## config.mk

```make
export PLATFORM = sky130hd
export DESIGN_NAME = bcast_regfile
export DESIGN_NICKNAME = d
export VERILOG_FILES = /design/src/rtl/bcast_regs_pkg.sv /design/src/rtl/bcast_chan_bank.sv /design/src/rtl/bcast_glb_regs.sv /design/src/rtl/bcast_rd_sel.sv /design/src/rtl/bcast_regfile.sv
export SDC_FILE = /design/constraint.sdc
export NUM_CORES = 1
export LEC_CHECK = 0
export BUFFER_PORTS_ARGS = -buffer_cell sky130_fd_sc_hd__buf_2
export CORE_MARGIN = 2
export CORE_UTILIZATION = 35
export CTS_CLUSTER_SIZE = 10
export DETAILED_ROUTE_END_ITERATION = 7
export PLACE_DENSITY = 0.63
export SLEW_MARGIN = 20
export SYNTH_ARGS = -nofsm -noshare
export SYNTH_HDL_FRONTEND = slang
export SYNTH_SLANG_ARGS = --single-unit
```

## constraint.sdc

```tcl
create_clock -name clk -period 3.5 [get_ports clk]
set_input_delay 0.35 -clock clk [delete_from_list [all_inputs] [get_ports clk]]
set_output_delay 0.35 -clock clk [all_outputs]
set_load 0.005 [all_outputs]
```

## src/rtl/bcast_regs_pkg.sv

```systemverilog
package bcast_regs_pkg;
  localparam int ADDR_W = 9;
  localparam int DATA_W = 8;
  localparam int N_DCH  = 4;
  localparam int N_CCH  = 2;
  localparam int N_DLOC = 4;
  localparam int N_CLOC = 1;
  localparam int N_GLB  = 2;
  localparam int SLOT_W = 2;
  localparam int SEL_DCH_LSB = 0;
  localparam int SEL_CCH_LSB = SEL_DCH_LSB + N_DCH;

  localparam logic [DATA_W-1:0] SEL_MASK = 8'h3F;
  localparam logic [DATA_W-1:0] SEL_DFLT = 8'h3F;
  localparam logic [DATA_W-1:0] CHIP_ID  = 8'hA7;
  localparam logic [DATA_W-1:0] CHIP_REV = 8'h20;

  typedef enum logic [2:0] {
    K_NONE, K_RO, K_SEL, K_XFER, K_GLB, K_DLOC, K_CLOC
  } reg_kind_e;

  typedef struct packed {
    reg_kind_e         kind;
    logic [SLOT_W-1:0] slot;
  } reg_dec_t;

  function automatic logic [DATA_W-1:0] dloc_mask(input int s);
    logic [DATA_W-1:0] m;
    case (s)
      0:       m = 8'h03;
      1:       m = 8'h0F;
      default: m = 8'hFF;
    endcase
    return m;
  endfunction

  function automatic logic [DATA_W-1:0] dloc_dflt(input int s);
    return (s == 3) ? 8'h80 : 8'h00;
  endfunction

  function automatic logic [DATA_W-1:0] cloc_mask(input int s);
    return (s == 0) ? 8'h0F : 8'h00;
  endfunction

  function automatic logic [DATA_W-1:0] cloc_dflt(input int s);
    return (s == 0) ? 8'h03 : 8'h00;
  endfunction

  function automatic logic [DATA_W-1:0] glb_mask(input int s);
    return (s == 0) ? 8'h3C : 8'h07;
  endfunction

  function automatic logic [DATA_W-1:0] glb_dflt(input int s);
    return (s == 0) ? 8'h18 : 8'h00;
  endfunction

  function automatic reg_dec_t decode(input logic [ADDR_W-1:0] a);
    reg_dec_t d;
    d.kind = K_NONE;
    d.slot = '0;
    case (a)
      9'h000: begin d.kind = K_GLB;  d.slot = 2'd0; end
      9'h001: begin d.kind = K_RO;   d.slot = 2'd0; end
      9'h002: begin d.kind = K_RO;   d.slot = 2'd1; end
      9'h005: d.kind = K_SEL;
      9'h008: begin d.kind = K_DLOC; d.slot = 2'd0; end
      9'h00D: begin d.kind = K_DLOC; d.slot = 2'd1; end
      9'h010: begin d.kind = K_DLOC; d.slot = 2'd2; end
      9'h016: begin d.kind = K_CLOC; d.slot = 2'd0; end
      9'h0FF: d.kind = K_XFER;
      9'h100: begin d.kind = K_GLB;  d.slot = 2'd1; end
      9'h109: begin d.kind = K_DLOC; d.slot = 2'd3; end
      default: ;
    endcase
    return d;
  endfunction
endpackage

```

## src/rtl/bcast_chan_bank.sv

```systemverilog
module bcast_chan_bank
  import bcast_regs_pkg::*;
#(
  parameter int N_REG  = 4,
  parameter bit IS_CLK = 1'b0
) (
  input  logic                    clk,
  input  logic                    rst,
  input  logic                    we,
  input  logic [SLOT_W-1:0]       wslot,
  input  logic [DATA_W-1:0]       wdata,
  output logic [N_REG*DATA_W-1:0] regs
);
  for (genvar r = 0; r < N_REG; r++) begin : g_reg
    localparam logic [DATA_W-1:0] MASK = IS_CLK ? cloc_mask(r) : dloc_mask(r);
    localparam logic [DATA_W-1:0] DFLT = IS_CLK ? cloc_dflt(r) : dloc_dflt(r);
    always_ff @(posedge clk) begin
      if (rst) begin
        regs[r*DATA_W +: DATA_W] <= DFLT;
      end else if (we && (wslot == SLOT_W'(r))) begin
        regs[r*DATA_W +: DATA_W] <= wdata & MASK;
      end
    end
  end
endmodule

```

## src/rtl/bcast_glb_regs.sv

```systemverilog
module bcast_glb_regs
  import bcast_regs_pkg::*;
(
  input  logic                    clk,
  input  logic                    rst,
  input  logic                    we,
  input  reg_dec_t                dec,
  input  logic [DATA_W-1:0]       wdata,
  output logic [DATA_W-1:0]       sel_q,
  output logic [N_GLB*DATA_W-1:0] glb,
  output logic                    xfer_pulse
);
  always_ff @(posedge clk) begin
    if (rst) begin
      sel_q      <= SEL_DFLT;
      xfer_pulse <= 1'b0;
    end else begin
      xfer_pulse <= we && (dec.kind == K_XFER) && wdata[0];
      if (we && (dec.kind == K_SEL)) sel_q <= wdata & SEL_MASK;
    end
  end

  for (genvar g = 0; g < N_GLB; g++) begin : g_glb
    localparam logic [DATA_W-1:0] MASK = glb_mask(g);
    localparam logic [DATA_W-1:0] DFLT = glb_dflt(g);
    always_ff @(posedge clk) begin
      if (rst) begin
        glb[g*DATA_W +: DATA_W] <= DFLT;
      end else if (we && (dec.kind == K_GLB) && (dec.slot == SLOT_W'(g))) begin
        glb[g*DATA_W +: DATA_W] <= wdata & MASK;
      end
    end
  end
endmodule

```

## src/rtl/bcast_rd_sel.sv

```systemverilog
module bcast_rd_sel
  import bcast_regs_pkg::*;
(
  input  logic                           clk,
  input  logic                           rst,
  input  logic                           re,
  input  reg_dec_t                       dec,
  input  logic [DATA_W-1:0]              sel_q,
  input  logic [N_DCH*N_DLOC*DATA_W-1:0] dch_regs,
  input  logic [N_CCH*N_CLOC*DATA_W-1:0] cch_regs,
  input  logic [N_GLB*DATA_W-1:0]        glb,
  output logic [DATA_W-1:0]              rdata
);
  logic [DATA_W-1:0] dval, cval, gval, nxt;

  // Walk from the highest channel down so the lowest selected one is kept.
  always_comb begin
    dval = '0;
    for (int c = N_DCH - 1; c >= 0; c--) begin
      if (sel_q[SEL_DCH_LSB + c]) begin
        dval = dch_regs[(c*N_DLOC + int'(dec.slot))*DATA_W +: DATA_W];
      end
    end
  end

  always_comb begin
    cval = '0;
    for (int k = N_CCH - 1; k >= 0; k--) begin
      if (sel_q[SEL_CCH_LSB + k]) begin
        cval = cch_regs[k*N_CLOC*DATA_W +: DATA_W];
      end
    end
  end

  always_comb begin
    gval = glb[0 +: DATA_W];
    for (int g = 1; g < N_GLB; g++) begin
      if (dec.slot == SLOT_W'(g)) gval = glb[g*DATA_W +: DATA_W];
    end
  end

  always_comb begin
    case (dec.kind)
      K_RO:    nxt = (dec.slot == '0) ? CHIP_ID : CHIP_REV;
      K_SEL:   nxt = sel_q;
      K_GLB:   nxt = gval;
      K_DLOC:  nxt = dval;
      K_CLOC:  nxt = cval;
      default: nxt = '0;
    endcase
  end

  always_ff @(posedge clk) begin
    if (rst)     rdata <= '0;
    else if (re) rdata <= nxt;
  end
endmodule

```

## src/rtl/bcast_regfile.sv

```systemverilog
module bcast_regfile
  import bcast_regs_pkg::*;
(
  input  logic                           clk,
  input  logic                           rst,
  input  logic                           wr_en,
  input  logic                           rd_en,
  input  logic [ADDR_W-1:0]              addr,
  input  logic [DATA_W-1:0]              wdata,
  output logic [DATA_W-1:0]              rdata,
  output logic                           xfer_pulse,
  output logic [N_DCH*N_DLOC*DATA_W-1:0] dch_cfg,
  output logic [N_CCH*N_CLOC*DATA_W-1:0] cch_cfg,
  output logic [N_GLB*DATA_W-1:0]        glb_cfg
);
  localparam int DBANK_W = N_DLOC * DATA_W;
  localparam int CBANK_W = N_CLOC * DATA_W;

  reg_dec_t          dec;
  logic [DATA_W-1:0] sel_q;
  logic [N_DCH-1:0]  dch_we;
  logic [N_CCH-1:0]  cch_we;

  assign dec = decode(addr);

  bcast_glb_regs u_glb (
    .clk        (clk),
    .rst        (rst),
    .we         (wr_en),
    .dec        (dec),
    .wdata      (wdata),
    .sel_q      (sel_q),
    .glb        (glb_cfg),
    .xfer_pulse (xfer_pulse)
  );

  for (genvar c = 0; c < N_DCH; c++) begin : g_dch
    assign dch_we[c] = wr_en && (dec.kind == K_DLOC) && sel_q[SEL_DCH_LSB + c];
    bcast_chan_bank #(.N_REG(N_DLOC), .IS_CLK(1'b0)) u_bank (
      .clk   (clk),
      .rst   (rst),
      .we    (dch_we[c]),
      .wslot (dec.slot),
      .wdata (wdata),
      .regs  (dch_cfg[c*DBANK_W +: DBANK_W])
    );
  end

  for (genvar k = 0; k < N_CCH; k++) begin : g_cch
    assign cch_we[k] = wr_en && (dec.kind == K_CLOC) && sel_q[SEL_CCH_LSB + k];
    bcast_chan_bank #(.N_REG(N_CLOC), .IS_CLK(1'b1)) u_bank (
      .clk   (clk),
      .rst   (rst),
      .we    (cch_we[k]),
      .wslot (dec.slot),
      .wdata (wdata),
      .regs  (cch_cfg[k*CBANK_W +: CBANK_W])
    );
  end

  bcast_rd_sel u_rd (
    .clk      (clk),
    .rst      (rst),
    .re       (rd_en),
    .dec      (dec),
    .sel_q    (sel_q),
    .dch_regs (dch_cfg),
    .cch_regs (cch_cfg),
    .glb      (glb_cfg),
    .rdata    (rdata)
  );
endmodule

```

==> metrics.md, run 1 <==
| Metric | Value |
|---|---|
| Cell accounting for the most synthesized area | `dfxtp_1` |
| Worst r2r path cells | `4` |
| CP endpoint kind | `flop` |
| Synth area leaders | `dfxtp_1 (41%), nand2_1 (13%), a21oi_1 (9.2%)` |
| Critical path required time | `roughly 3.8 ns` |
| Leakage Power | `0.00290 uW` |
| Flop pwr share | `between 40 and 50%` |
| GRT Util Overall | `roughly 23%` |
| Ys async rst share | `0%` |
| Drt drc | `0` |
| Critical path startpoint category | `input port` |
| Ant. Diodes | `0` |
| Worst clock skew | `approximately 0.0057 ns` |
| First-pass GRT wire length | `30.7 mm` |
| Fin crit share | `~72%` |
| Non-Filler Instances | `between 1k and 1.5k` |
| Flop-to-flop setup slack | `approximately 1.5 ns` |
| Total vias in the final route | `5877` |
| Die height | `between 100 and 150 um` |
| TritonCTS clock tree | `done` |
| Port bufs | `around 130` |
| Clock Pin Slew Worst Setup and Hold Paths | `around 0.060 ns` |
| DR iter-0 viols | `636` |
| Post-Syn Area | `5800 um2` |
| Die Wd | `approximately 130 um` |
| EDFF count, synth | `0` |
| Largest net degree at the start of global routing | `64` |
| Reg area | `between 2000 and 2500 um2` |
| Register area share after synthesis | `roughly two fifths` |
| Share of cells above drive strength 1 | `a little over a fifth` |
| FMAX | `396 MHz` |
| Antenna viol nets, final | `0` |
| Worst-margin pin slew | `around 0.75 ns` |
| Area occupied by multi-input gates | `2990 um2` |
| Post-synth top area share | `40.8%` |
| Final WL | `20.2 mm` |
| Row count | `between 40 and 50` |
| Most frequent cells after synthesis | `nand2_1 (196), dfxtp_1 (118), a21oi_1 (107)` |
| Routability Congestion | `0.929` |
| Die area | `17600 um2` |
| Post-Syn Instances | `770` |
| Clock sink count | `between 100 and 150` |
| TNS Setup | `0 ns` |
| Antenna violations before repair | `0` |
| H-tree Lvls | `4` |
| Cell Pwr Density | `~470 nW/um2` |
| R2r startpoint | `u_glb.sel_q[1]` |
| Clk_lat worst skew | `around 0.42 ns` |
| #FFs+latches synth | `about 120` |
| Cts-stage hold buffer count | `0` |
| Final min period | `between 2 and 3 ns` |
| Synth unique cells | `51` |
| Post-DP HPWL | `14.3 mm` |
| Sw Ratio | `24.1%` |
| RSZ-0062 raised after global routing | `no` |
| Critical path depth | `8` |
| Clk pwr share | `a little over half` |
| Total Nets Final | `~900` |
| Worst Path Buf+Inv | `1` |
| Cell with the most instances after synthesis | `nand2_1` |
| I/O pin count | `190` |
| Max_slew headroom | `50.3%` |
| Dominant synthesized flop cell | `dfxtp_1` |
| Hold Crit Start | `addr[4]` |
| Area grow syn2layout | `20.6%` |
| Post-cts sizing count | `0` |
| Status | `complete, no violations` |
| Max Buffers Root-to-Sink | `2` |
| Initial core utilization | `roughly a third` |
| R2R Path End | `g_dch[1].u_bank.regs[29]` |
| Crit path max fanout | `19` |
| CP max stage delay | `between 0.6 and 0.7 ns` |
| Max-Cap Viols | `0` |
| Avg Cell Area, Syn | `between 7 and 8 um2` |
| Final global-route overflow total | `0` |
| Final Max Tran Viols | `0` |
| Critical Path AT | `~2.8 ns` |
| Comb pwr share | `just over 4%` |
| Worst hold-check path type | `in2reg` |
| CP cell instances | `buf_2, or4_1, or4_4, o221ai_1, nand2_1, a221o_1, o211ai_2, a21oi_1` |
| Crit path launch | `addr[5]` |
| Cell internal pwr | `2480 uW` |
| DR vias/cell | `5.30` |
| Critical path destination | `u_rd.rdata[2]` |
| Slowest-stage cell, CP | `or4_1` |
| Wire length per cell | `about 18 um` |
| Max IR drop VDD | `~0.34 mV` |
| Sw Pwr | `slightly below 800 uW` |
| Placed Cells | `1077` |
| Number of global-route vias before repair | `between 5k and 6k` |
| Number of fill cells | `approximately 1.7k` |
| Pre-antenna DRT Iters | `5` |
| Top cell family by delay on the critical path | `simple AND/OR/NAND/NOR gates` |
| Yosys synthesis warning count | `0` |
| CTS Buf Count | `17` |
| Crit path kind | `in2reg` |
| # setup viols final | `0` |
| Core area | `around 16000 um2` |
| Fin. Hold Viols | `0` |
| Clk root buf | `clkbuf_16` |
| Setup bufs post-CTS | `0` |
==> power groups by stage <==
stage / logic, uW / clock network (uW) / registers (uW)
after floorplan: 131 / 0 / 1370
after global routing: 147 / 1880 / 1340
after detailed placement: 131 / 0 / 1370
after global placement: 131 / 0 / 1370
final: 135 / 1790 / 1350
after CTS: 131 / 1800 / 1350
==> registers in the layout, indices dropped and copies added, names as in the netlist <==
signal             cells
g_cch.u_bank.regs      8
g_dch.u_bank.regs     88
u_glb.glb              7
u_glb.sel_q            6
u_glb.xfer_pulse       1
u_rd.rdata             8
==> worst min path at each step <==
stage | end | cells past startpoint
final | u_glb.xfer_pulse | 3
after global routing | u_glb.xfer_pulse | 3
after CTS | u_glb.xfer_pulse | 3
after detailed placement | g_dch[3].u_bank.regs[20] | 2
after global placement | g_dch[0].u_bank.regs[30] | 2
after floorplan | u_rd.rdata[6] | 2
==> per-stage QoR <==
step / utilization (%) / total power (uW) / hold slack (ns) / setup slack [ns] / cell area (um2)
after global routing: 42.6 / 3370 / 0.210 / 0.783 / 6990
final: 42.6 / 3270 / 0.202 / 0.975 / 6990
after global placement: 38.9 / 1510 / 0.465 / 0.648 / 6380
after CTS: 42.6 / 3280 / 0.192 / 1.01 / 6990
after floorplan: - / 1510 / 0.457 / 0.943 / 6010
after detailed placement: 38.9 / 1510 / 0.467 / 0.581 / 6380
==> cell usage in the layout, fill, tap and decap left out, drive strengths merged, types with 11 or more instances in the layout <==
cell type / n
dfxtp: 118
clkbuf: 20
mux2i: 21
buf: 142
a22oi: 11
o21ai: 43
nor3: 15
a21oi: 107
nand2: 196
nor2: 34
nand3: 21
conb: 57
==> area by class of cell <==
cell class / instances / share of cell area, %
tap: 220 / 3.94
sequential: 118 / 33.8
clock buffer: 20 / 6.68
clock inverter: 12 / 2.00
timing repair buffer: 142 / 10.5
inverter: 6 / 0.322
multi-input combinational: 591 / 42.7
==> tightest hold or removal path, cell delays in order <==
cell and delay, ns:
buf_2 0.11, nand4_1 0.07, nor4_1 0.05
==> cell families (layout without fill, tap and decap cells) <==
group                     count (synthesis)  count (layout)  synth area share [%]
AOI/OAI and AO/OA                       210             210                  21.5
xor gates and xnor gates                  3               3                 0.453
buffers and inverters                   117             180                  11.5
DFF                                     118             118                  40.8
muxes                                    22              22                  3.82
other                                     1              57                0.0647
and+or+nand+nor                         299             299                  21.9
==> layer usage <==
metal	global-route usage (%)	vias to the layer above	share of wire (%)
li1	-	2785	-
met1	30.9	2732	43
met2	34.9	322	46
met3	5.71	38	9.3
met4	8.06	0	2.2
met5	0	-	0
(Power assumes the default switching activity.)
==> run 2: changes to the inputs <==
==> constraint.sdc (replaced) <==
create_clock -name clk -period 2.5 [get_ports clk]
set_input_delay 0.25 -clock clk [delete_from_list [all_inputs] [get_ports clk]]
set_output_delay 0.25 -clock clk [all_outputs]
set_load 0.005 [all_outputs]
==> run 2 against run 1 <==
Sequential share of layout area fell by 1.3 points; global-route usage rose by 0.30 points; worst setup slack got worse by 0.63 ns; sequential cell count did not move; hold slack worse by 0.082 ns; die area stayed put; routed wire length increased by 1.8%; critical path type unchanged; highest routed layer unchanged.
==> metrics.md, run 2 (same netlist as run 1, synthesis figures left out) <==
| Metric | Value |
|---|---|
| Worst hold-check path type | `in2reg` |
| Post-DP HPWL | `~15 mm` |
| DP Worst Slack | `-0.0400 ns` |
| R2r startpoint | `u_glb.sel_q[1]` |
| Die Wd | `between 100 and 150 um` |
| Hold Crit Start | `addr[6]` |
| CP cell instances | `buf_2, or4_1, or4_4, o221ai_1, nand2_1, a221o_1, o211ai_2, a21oi_1` |
| Port bufs | `approximately 130` |
| Pre-antenna DRT Iters | `5` |
| Reg with most FFs | `g_dch.u_bank.regs` |
| Number of global-route vias before repair | `roughly 5.5k` |
| FMAX | `approximately 460 MHz` |
| Fin crit share | `86.2%` |
| # setup viols final | `0` |
| Commonest non-fill, non-tap cells in the layout | `nand2_1 (196), buf_2 (132), dfxtp_1 (118)` |
| TritonCTS clock tree | `done` |
| Total vias in the final route | `5987` |
| CTS Buf Count | `17` |
| RSZ-0062 raised after global routing | `no` |
| Die area | `around 18000 um2` |
| Final Max Tran Viols | `0` |
| Ant. Diodes | `0` |
| Row count | `47` |
| Crit path max fanout | `4` |
| Max reg flops | `between 80 and 90` |
| Total Nets Final | `a little over 900` |
| GRT Util Overall | `between 20% and 30%` |
| I/O pin count | `between 150 and 200` |
| Routability Congestion | `~0.9` |
| Fin Hold WS | `around 0.12 ns` |
| Non-Filler Instances | `roughly 1.1k` |
| Slowest-stage cell, CP | `or4_1` |
| DR vias/cell | `around 5.3` |
| Clock Pin Slew Worst Setup and Hold Paths | `~0.06 ns` |
| Antenna violations before repair | `0` |
| Min-Delay Endpoint | `u_glb.xfer_pulse` |
| Post-cts sizing count | `0` |
| Core area | `about 16000 um2` |
| Final global-route overflow total | `0` |
| Clk_lat worst skew | `approximately 0.42 ns` |
| Worst-margin pin slew | `0.688 ns` |
| CP max stage delay | `roughly 0.58 ns` |
| Final WS setup | `about 0.35 ns` |
| Flop-to-flop setup slack | `approximately 0.54 ns` |
| First-pass GRT wire length | `~31 mm` |
| Critical Path AT | `roughly 2.5 ns` |
| Die height | `133 um` |
| Max IR drop VDD | `a little under 0.5 mV` |
| Clk root buf | `clkbuf_16` |
| Initial core utilization | `35.3%` |
| Critical path required time | `between 2 and 3 ns` |
| Fin. Hold Viols | `0` |
| Top flop regs | `g_dch.u_bank.regs (88), g_cch.u_bank.regs (8), u_rd.rdata (8)` |
| DR iter-0 viols | `~640` |
| Max Buffers Root-to-Sink | `2` |
| Max_slew headroom | `~54%` |
| Clock sink count | `approximately 120` |
| Worst r2r path cells | `6` |
| Area grow syn2layout | `25.3%` |
| Largest net degree at the start of global routing | `between 60 and 70` |
| Final WL | `20.5 mm` |
| R2R Path End | `u_rd.rdata[2]` |
| TNS Setup | `0 ns` |
| Placed Cells | `approximately 1.1k` |
| Setup bufs post-CTS | `0` |
| CP endpoint kind | `flop` |
| H-tree Lvls | `4` |
| Share of cells above drive strength 1 | `a little under a quarter` |
| Max-Cap Viols | `0` |
| Cell Pwr Density | `between 600 and 700 nW/um2` |
| Leakage Power | `roughly 0.0031 uW` |
| Final min period | `about 2.2 ns` |
| Crit path kind | `in2reg` |
| Wire length per cell | `between 15 and 20 um` |
| Worst clock skew | `0.00799 ns` |
| Status | `complete, no violations` |
| Most common cell after layout, fill and taps aside | `nand2_1` |
| Cts-stage hold buffer count | `0` |
| Drt drc | `0` |
| Fin area | `7260 um2` |
| Antenna viol nets, final | `0` |
| WHS Path Cells | `3` |
| Post-DP Area | `between 6000 and 7000 um2` |
| Critical path startpoint category | `input port` |
run 2: cell count changes in the layout (fill, tap and decap cells not counted):
cell,previous run,this run
buf_4,10,36
buf_12,0,2
bufinv_16,2,4
clkbuf_8,3,2
clkinv_4,2,3
clkinvlp_4,3,2
inv_6,4,3
run 2: per-stage QoR:
step | util, % | total power, uW
after floorplan | - | 2110
after global placement | 40.3 | 2120
after detailed placement | 40.3 | 2120
after CTS | 44.3 | 4780
after global routing | 44.3 | 4890
final | 44.3 | 4770
run 2: where the power goes:
part / switching, uW / internal (uW) / leakage, uW / total [uW]
logic: 153 / 45.1 / 0.00181 / 198
registers: 1.62 / 1880 / 0.000951 / 1880
clock network: 952 / 1730 / 0.000311 / 2680
run 2: worst max-delay path, delay by kind of cell:
kind / cells / cell delay (ns)
simple gates: 3 / 1.22
compound gates: 4 / 0.88
buf+inv: 1 / 0.10
run 2: per-layer routing:
layer	GRT usage (%)	wire length, um
met1	30.7	9000
met2	36.4	9400
met3	5.59	1710
met4	8.00	439
met5	0	0
run 2: area by class of cell:
class	instances	area, um2
fill	1680	9140
multi-input combinational	591	2990
sequential	118	2360
timing repair buffer	170	971
clock buffer	19	453
tap	220	275
clock inverter	13	193
inverter	6	22.5
run 2: worst max path at each step:
stage	startpoint	end	slack (ns)	cells after the start
floorplan	addr[5]	u_rd.rdata[2]	0.04	9
global placement	addr[5]	u_rd.rdata[3]	-0.01	9
detailed placement	addr[5]	u_rd.rdata[2]	-0.04	8
CTS	addr[5]	u_rd.rdata[2]	0.37	8
global route	addr[5]	g_dch[2].u_bank.regs[11]	0.20	10
finish	addr[5]	u_rd.rdata[2]	0.35	8
==> run 3: changes to the inputs <==
--- a/config.mk
+++ b/config.mk
@@ -8,6 +8,7 @@
 export BUFFER_PORTS_ARGS = -buffer_cell sky130_fd_sc_hd__buf_2
 export CORE_MARGIN = 2
 export CORE_UTILIZATION = 35
+export CTS_BUF_LIST = sky130_fd_sc_hd__clkbuf_4
 export CTS_CLUSTER_SIZE = 10
 export DETAILED_ROUTE_END_ITERATION = 7
 export PLACE_DENSITY = 0.63
==> run 3 against run 2 <==
Routed wire length barely moved; combinational power rose by 3%; utilization shrank 1.5 points; cell count grew 0.44%; critical path depth rose by 2; sequential cell count is the same; die area unchanged; design area is 3.3% lower; power fell by 22%; fmax is 12% lower; critical endpoint is now u_rd.rdata[3].
==> metrics.md, run 3 (same netlist as run 1, synthesis figures left out) <==
| Metric | Value |
|---|---|
| Worst-margin pin slew | `about 0.70 ns` |
| FMAX | `between 400 and 500 MHz` |
| Drt drc | `0` |
| I/O pin count | `190` |
| Fin. Hold Viols | `0` |
| Layout Utilization | `42.8%` |
| CP endpoint kind | `flop` |
| DR iter-0 viols | `630` |
| Antenna viol nets, final | `0` |
| Share of cells above drive strength 1 | `between 20% and 30%` |
| Pre-antenna DRT Iters | `5` |
| Fin crit share | `between 90% and 100%` |
| Placed Cells | `around 1.1k` |
| Final Max Tran Viols | `0` |
| CP cell instances | `dlygate4sd3_1, buf_2, or4_4, or4_4, buf_8, o221a_2, o21ai_2, nand3_2, nor4_2, nor3_1` |
| Max Buffers Root-to-Sink | `2` |
| Worst hold-check path type | `in2reg` |
| Reg with most FFs | `g_dch.u_bank.regs` |
| Die Wd | `roughly 130 um` |
| Worst clock skew | `between 0.015 and 0.02 ns` |
| Crit path max fanout | `8` |
| Total vias in the final route | `between 6k and 7k` |
| Slowest-stage cell, CP | `or4_4` |
| Area grow syn2layout | `21.2%` |
| Routability Congestion | `0.901` |
| Fin Hold WS | `0.0441 ns` |
| Total Nets Final | `929` |
| Max-Cap Viols | `0` |
| Critical path startpoint category | `input port` |
| Post-DP HPWL | `around 15 mm` |
| Clk root buf | `clkbuf_4` |
| Max IR drop VDD | `roughly 0.37 mV` |
| Die height | `between 100 and 150 um` |
| Status | `complete, no violations` |
| Clk_lat worst skew | `between 0.5 and 0.6 ns` |
| Cell Pwr Density | `between 500 and 600 nW/um2` |
| Critical Path AT | `about 2.9 ns` |
| Final WL | `20.5 mm` |
| Fin area | `around 7000 um2` |
| Crit path kind | `in2reg` |
| Die area | `around 18000 um2` |
| Critical path required time | `roughly 3 ns` |
| Initial core utilization | `around a third` |
| Final min period | `approximately 2.5 ns` |
| Clock sink count | `~120` |
| Largest net degree at the start of global routing | `66` |
| Commonest non-fill, non-tap cells in the layout | `nand2_1 (196), buf_2 (132), dfxtp_1 (118)` |
| Clock Pin Slew Worst Setup and Hold Paths | `0.11 ns` |
| Max reg flops | `88` |
| First-pass GRT wire length | `just over 30 mm` |
| Max_slew headroom | `roughly 53%` |
| H-tree Lvls | `4` |
| Core area | `16400 um2` |
| CTS Buf Count | `17` |
| TritonCTS clock tree | `done` |
| Non-Filler Instances | `1142` |
| DR vias/cell | `around 5.3` |
| Final global-route overflow total | `0` |
| Leakage Power | `between 0.002 and 0.003 uW` |
| Post-DP Area | `approximately 6600 um2` |
| Row count | `47` |
| Wire length per cell | `roughly 18 um` |
| Top flop regs | `g_dch.u_bank.regs (88), g_cch.u_bank.regs (8), u_rd.rdata (8)` |
| Port bufs | `132` |
| Most common cell after layout, fill and taps aside | `nand2_1` |
| Number of global-route vias before repair | `5462` |
| # setup viols final | `0` |
| Crit path top cell by count | `or4_4` |
| Antenna violations before repair | `1` |
| GRT Util Overall | `~23%` |
| CP max stage delay | `slightly below 0.6 ns` |
run 3: cell types whose count changed in the layout (fill, tap and decap cells not counted), sizes merged:
cell	delta
buf	+1
clkinv	+2
dlygate4sd3	+3
clkbuf	-2
diode	+1
run 3: critical path: cells and delay by family:
kind                   cells  cell delay (ns)
buffers and inverters      3             0.83
AOI/OAI and AO/OA          2             0.39
and+or+nand+nor            5             1.43
run 3: path summary, 6_finish.rpt:
path / from / end / slack (ns) / cells past startpoint
setup / recovery: addr[6] / u_rd.rdata[3] / 0.04 / 10
hold / removal: addr[3] / u_glb.xfer_pulse / 0.04 / 3
setup reg to reg: u_glb.sel_q[1] / u_rd.rdata[2] / 0.55 / 6
hold reg to reg: g_dch[2].u_bank.regs[28] / g_dch[2].u_bank.regs[28] / 0.49 / 2
run 3: timing repair:
action	4_1_cts	5_1_grt
hold buffers	2	1
hold endpoints to repair	4	1
endpoints found under the setup margin	0	1
buffers inserted	0	1
resized for setup	0	9
run 3: through the flow:
step	TNS [ns]	setup slack [ns]	power (uW)
after floorplan	0	0.0435	2110
after global placement	-0.0133	-0.0133	2120
after detailed placement	-0.0745	-0.0400	2120
after CTS	0	0.0921	3710
after global routing	-0.0593	-0.0593	3810
final	0	0.0413	3700
run 3: layout make-up:
type                       instances  area [um2]
inverter                           6        22.5
multi-input combinational        591        3020
antenna                            1        2.50
timing repair buffer             174        1020
clock buffer                      17         128
sequential                       118        2360
tap                              220         275
fill                            1724        9380
clock inverter                    15         200
run 3: metal layers:
layer  up-vias  wire [um]  global-route usage (%)
li1       2856          -                       -
met1      2789       8840                    30.7
met2       323       9440                    35.7
met3        33       1730                    5.25
met4         0        501                    8.96
met5         -          0                       0
run 3: where the power goes:
group | leakage, uW | internal (uW) | switching (uW)
Combinational | 0.00184 | 48.6 | 154
Sequential | 0.000951 | 1880 | 1.63
Clock | 0.000168 | 798 | 819
